### config.mk
export PLATFORM = sky130hd
export DESIGN_NAME = dom_access_check
export DESIGN_NICKNAME = d
export VERILOG_FILES = /design/src/rtl/dom_access_pkg.sv /design/src/rtl/dom_field_select.sv /design/src/rtl/dom_policy_decode.sv /design/src/rtl/dom_out_stage.sv /design/src/rtl/dom_access_check.sv
export SDC_FILE = /design/constraint.sdc
export NUM_CORES = 1
export LEC_CHECK = 0
export CAP_MARGIN = 30
export CORE_MARGIN = 2
export CORE_UTILIZATION = 26
export DETAILED_ROUTE_END_ITERATION = 10
export PLACE_DENSITY = 0.77
export REMOVE_ABC_BUFFERS = 1
export SKIP_LAST_GASP = 1
export SLEW_MARGIN = 10
export SYNTH_ARGS = -nofsm -noshare
export SYNTH_HDL_FRONTEND = slang
export SYNTH_SLANG_ARGS = --single-unit
### constraint.sdc
create_clock -name clk -period 0.8 [get_ports clk]
set_clock_uncertainty 0.05 [all_clocks]
set_input_delay 0.16 -clock clk [delete_from_list [all_inputs] [get_ports clk]]
set_output_delay 0.16 -clock clk [all_outputs]
set_load 0.02 [all_outputs]
### src/rtl/dom_access_pkg.sv
package dom_access_pkg;

    localparam int POL_W = 2;

    typedef enum logic [POL_W-1:0] {
        POL_DENY   = 2'b00,
        POL_CLIENT = 2'b01,
        POL_RSVD   = 2'b10,
        POL_MGR    = 2'b11
    } policy_e;

    typedef struct packed {
        logic dom_fault;
        logic pt_check;
        logic grant;
    } verdict_t;

    localparam verdict_t VERDICT_IDLE = '{dom_fault: 1'b0, pt_check: 1'b0, grant: 1'b0};

endpackage

### src/rtl/dom_field_select.sv
module dom_field_select
    import dom_access_pkg::*;
#(
    parameter int NUM_DOM = 16,
    localparam int SEL_W  = $clog2(NUM_DOM),
    localparam int WORD_W = NUM_DOM * POL_W
) (
    input  logic [SEL_W-1:0]  sel,
    input  logic [WORD_W-1:0] word,
    output policy_e           pol
);

    logic [POL_W-1:0] fields [NUM_DOM];

    for (genvar gi = 0; gi < NUM_DOM; gi++) begin : g_field
        assign fields[gi] = word[gi*POL_W +: POL_W];
    end

    assign pol = policy_e'(fields[sel]);

endmodule

### src/rtl/dom_policy_decode.sv
module dom_policy_decode
    import dom_access_pkg::*;
(
    input  policy_e  pol,
    input  logic     long_fmt,
    input  logic     pt_ok,
    output verdict_t verdict
);

    always_comb begin
        verdict = VERDICT_IDLE;
        if (long_fmt) begin
            // Domain mechanism off: page-table result alone
            verdict.pt_check = 1'b1;
            verdict.grant    = pt_ok;
        end else begin
            unique case (pol)
                POL_DENY, POL_RSVD: begin
                    verdict.dom_fault = 1'b1;
                end
                POL_CLIENT: begin
                    verdict.pt_check = 1'b1;
                    verdict.grant    = pt_ok;
                end
                POL_MGR: begin
                    verdict.grant = 1'b1;
                end
            endcase
        end
    end

endmodule

### src/rtl/dom_out_stage.sv
module dom_out_stage
    import dom_access_pkg::*;
#(
    parameter bit REG_OUT = 1'b1
) (
    input  logic     clk,
    input  logic     rst_n,
    input  verdict_t d,
    output verdict_t q
);

    if (REG_OUT) begin : g_reg
        always_ff @(posedge clk or negedge rst_n) begin
            if (!rst_n) begin
                q <= VERDICT_IDLE;
            end else begin
                q <= d;
            end
        end
    end else begin : g_comb
        assign q = d;
    end

endmodule

### src/rtl/dom_access_check.sv
module dom_access_check
    import dom_access_pkg::*;
#(
    parameter int NUM_DOM = 16,
    parameter bit REG_OUT = 1'b1,
    localparam int SEL_W  = $clog2(NUM_DOM),
    localparam int WORD_W = NUM_DOM * POL_W
) (
    input  logic              clk,
    input  logic              rst_n,
    input  logic [SEL_W-1:0]  dom_sel,
    input  logic [WORD_W-1:0] perm_word,
    input  logic              long_fmt,
    input  logic              pt_ok,
    output logic              dom_fault,
    output logic              pt_check,
    output logic              grant
);

    policy_e  pol;
    verdict_t verdict_d;
    verdict_t verdict_q;

    dom_field_select #(.NUM_DOM(NUM_DOM)) u_sel (
        .sel  (dom_sel),
        .word (perm_word),
        .pol  (pol)
    );

    dom_policy_decode u_dec (
        .pol      (pol),
        .long_fmt (long_fmt),
        .pt_ok    (pt_ok),
        .verdict  (verdict_d)
    );

    dom_out_stage #(.REG_OUT(REG_OUT)) u_out (
        .clk   (clk),
        .rst_n (rst_n),
        .d     (verdict_d),
        .q     (verdict_q)
    );

    assign dom_fault = verdict_q.dom_fault;
    assign pt_check  = verdict_q.pt_check;
    assign grant     = verdict_q.grant;

endmodule

==> run summary <==
Number of max-cap violations = 0
Worst setup SP type = input pin
Adder-cell share of the synthesized area = 0%
Seq/Total Area, Yosys = 19.7%
# fillers = 117
Congestion Overflow GR = 0
Total Routed Length = 1.15 mm
First-pass GRT wire length = 1.81 mm
Global placer's final weighted congestion = 0.676
Outcome = finished, violations left
Final number of setup-violating endpoints = 6
Post-route minimum period = 1.36 ns
Leak pwr = 0.447 nW
Total power = 857 uW
Worst hold slack = 0.0557 ns
Number of diodes = 0
Setup WS pre-CTS = -1.31 ns
Reg with most FFs = u_out.q
Xor/xnor cell area share of the yosys netlist = 0%
Hold_buf cts = 0
Mux contribution to synthesized area = 52.0%
Gate Count Post-Synth = 31
HP Class = in -> async
Dpl hpwl = 975 um
CTS tree = done
Initial antenna violation count = 0
Clock share of power = 31.7%
Vias in the first global route = 488
Iter 0 DRT Violations = 1
Syn avg cell area = 12.3 sq um
Post-DR wirelength/cell = 11.9 um
Crit end category = flop
Slew @ Worst Pin = 0.228 ns
Synth cell types = 17
Post-Syn Area = 380 sq um
Die height = 42.3 um
FP Rows = 13
H-Tree Depth = 1
Sw frac = 26.2%
RSZ-0062 raised after global routing = true
Multi-input combinational cell area = 295 sq um
CP max FO = 2
Die ar. = 1790 sq um
Yosys Warn Count = 0
PnR worst setup slack = -0.558 ns
Clock root cell = clkbuf_4
Compound-cell area share of the yosys netlist = 13.8%
Top-level port count = 43
Flop pwr share = 20.7%
Clk pin slew, worst setup/hold paths = 0.04 ns
Final hold violations = 0
CTS sink count = 3
FF+latch area = 75.1 sq um
# nets final = 123
Failing checks = negative setup slack
Core footprint = 1330 sq um
Max clock buf depth = 2
Post-synthesis simple-gate area fraction = 8.55%
Fraction of layout cells with a size suffix above 1 = 50.0%
Pin count of the biggest net entering global routing = 7
TritonCTS Buffers = 3
Flip-flop count of the largest register after layout = 3
Cell internal pwr = 632 uW
Area Overhead vs Synth = 122%
Die width = 42.3 um
Routed vias = 489
Final Max Tran Viols = 0
Arr. time, crit path = 1.48 ns
Initial Utilization = 28.5%
Req. time, crit path = 0.92 ns
PortBufs = 42
Critical path type = in -> reg
DRC = 0
Largest family of logic cells by synthesized area = multiplexers
Worst vdd ir = 566 uV
Switching Power = 224 uW
Vias/cell = 5.04
Part of the power in combinational logic = 47.7%
Setup TNS = -1.93 ns
Synthesized flop and latch total = 3
Fmax = 0.737 GHz
Biggest regs = u_out.q: 3 flops
Final core occ = 63.3%
Total GRT Usage = 13.2%
Antenna viol nets, final = 0
Power per cell area = 1010 nW/um^2
Post-route clock period utilization = 170%
Slew HR = 84.3%
Crit path from = perm_word[7]
First drt pass iteration count = 2
## area by class of cell
type                            count  area share (%)
Clock buffer                        4            3.11
Timing Repair Buffer               49            49.9
Inverter                            2           0.889
Multi-Input combinational cell     24            35.0
Sequential cell                     3            8.89
Tap cell                           15            2.22
## cell families after synthesis
family	count (synthesis)
AND/OR/NAND/NOR	6
AO/OA/AOI/OAI	7
multiplexers	11
buffers and inverters	4
flip-flops	3
## cell usage in the layout (no fill, tap or decap), types with 2 or more instances in the layout
cell type         n
clkbuf_2         17
dfrtp_1           3
clkdlybuf4s50_1  13
buf_4             7
a2bb2oi_2         2
buf_6             3
mux4_2            7
inv_1             2
nand2_1           2
clkbuf_4          3
dlymetal6s2s_1    8
mux2i_1           4
## through the flow
| step | cell area (sq um) | std cells |
|---|---|---|
| floorplan | 365 | 29 |
| global placement | 857 | 93 |
| detailed placement | 857 | 93 |
| CTS | 880 | 98 |
| global route | 845 | 97 |
| finish | 845 | 97 |
## worst max path at each step
stage,cells after the start,to,slack (ns)
3_5_place_dp,6,u_out.q[0]$_DFF_PN0_,-1.31
2_1_floorplan,3,u_out.q[1]$_DFF_PN0_,-0.64
3_3_place_gp,5,u_out.q[1]$_DFF_PN0_,-1.29
5_1_grt,5,u_out.q[0]$_DFF_PN0_,-0.58
6_report,5,u_out.q[1]$_DFF_PN0_,-0.56
4_1_cts,6,u_out.q[0]$_DFF_PN0_,-0.65
## Yosys cell counts
cell	count	area share (%)
a31oi_1	1	1.6
clkbuf_1	1	0.99
buf_6	1	3.0
a21o_1	1	2.0
dfrtp_1	3	20
a211oi_1	1	2.0
nor2_2	1	1.6
a21oi_1	1	1.3
a2bb2oi_1	2	4.6
mux2i_1	4	11
nand2_1	2	2.0
inv_1	2	2.0
a32oi_1	1	2.3
nand4b_1	1	2.3
nor2_1	1	0.99
mux4_2	7	41
nor2b_1	1	1.6
## per-layer routing
layer	share of wire, %	GRT usage [%]	vias up
li1	-	-	230
met1	39	13.2	230
met2	52	24.3	29
met3	9.6	4.74	0
met4	0	5.63	0
met5	0	0	-
## power by group through the flow
stage	combinational, mW	clock (mW)	sequential [mW]
after CTS	0.419	0.284	0.177
after detailed placement	0.437	0	0.176
after global routing	0.440	0.289	0.179
after floorplan	0.127	0	0.199
after global placement	0.433	0	0.175
final	0.408	0.271	0.177
## timing repair
action	CTS	global route
pin swaps	1	3
setup buffers	1	0
endpoints found under the setup margin	6	6
resized for setup	42	45
## critical path, cell delays in order
cell and delay, ns:
clkdlybuf4s50_1 0.39, mux4_2 0.46, a2bb2oi_2 0.15, a32oi_1 0.18, a21o_1 0.14
(Power assumes the default switching activity.)
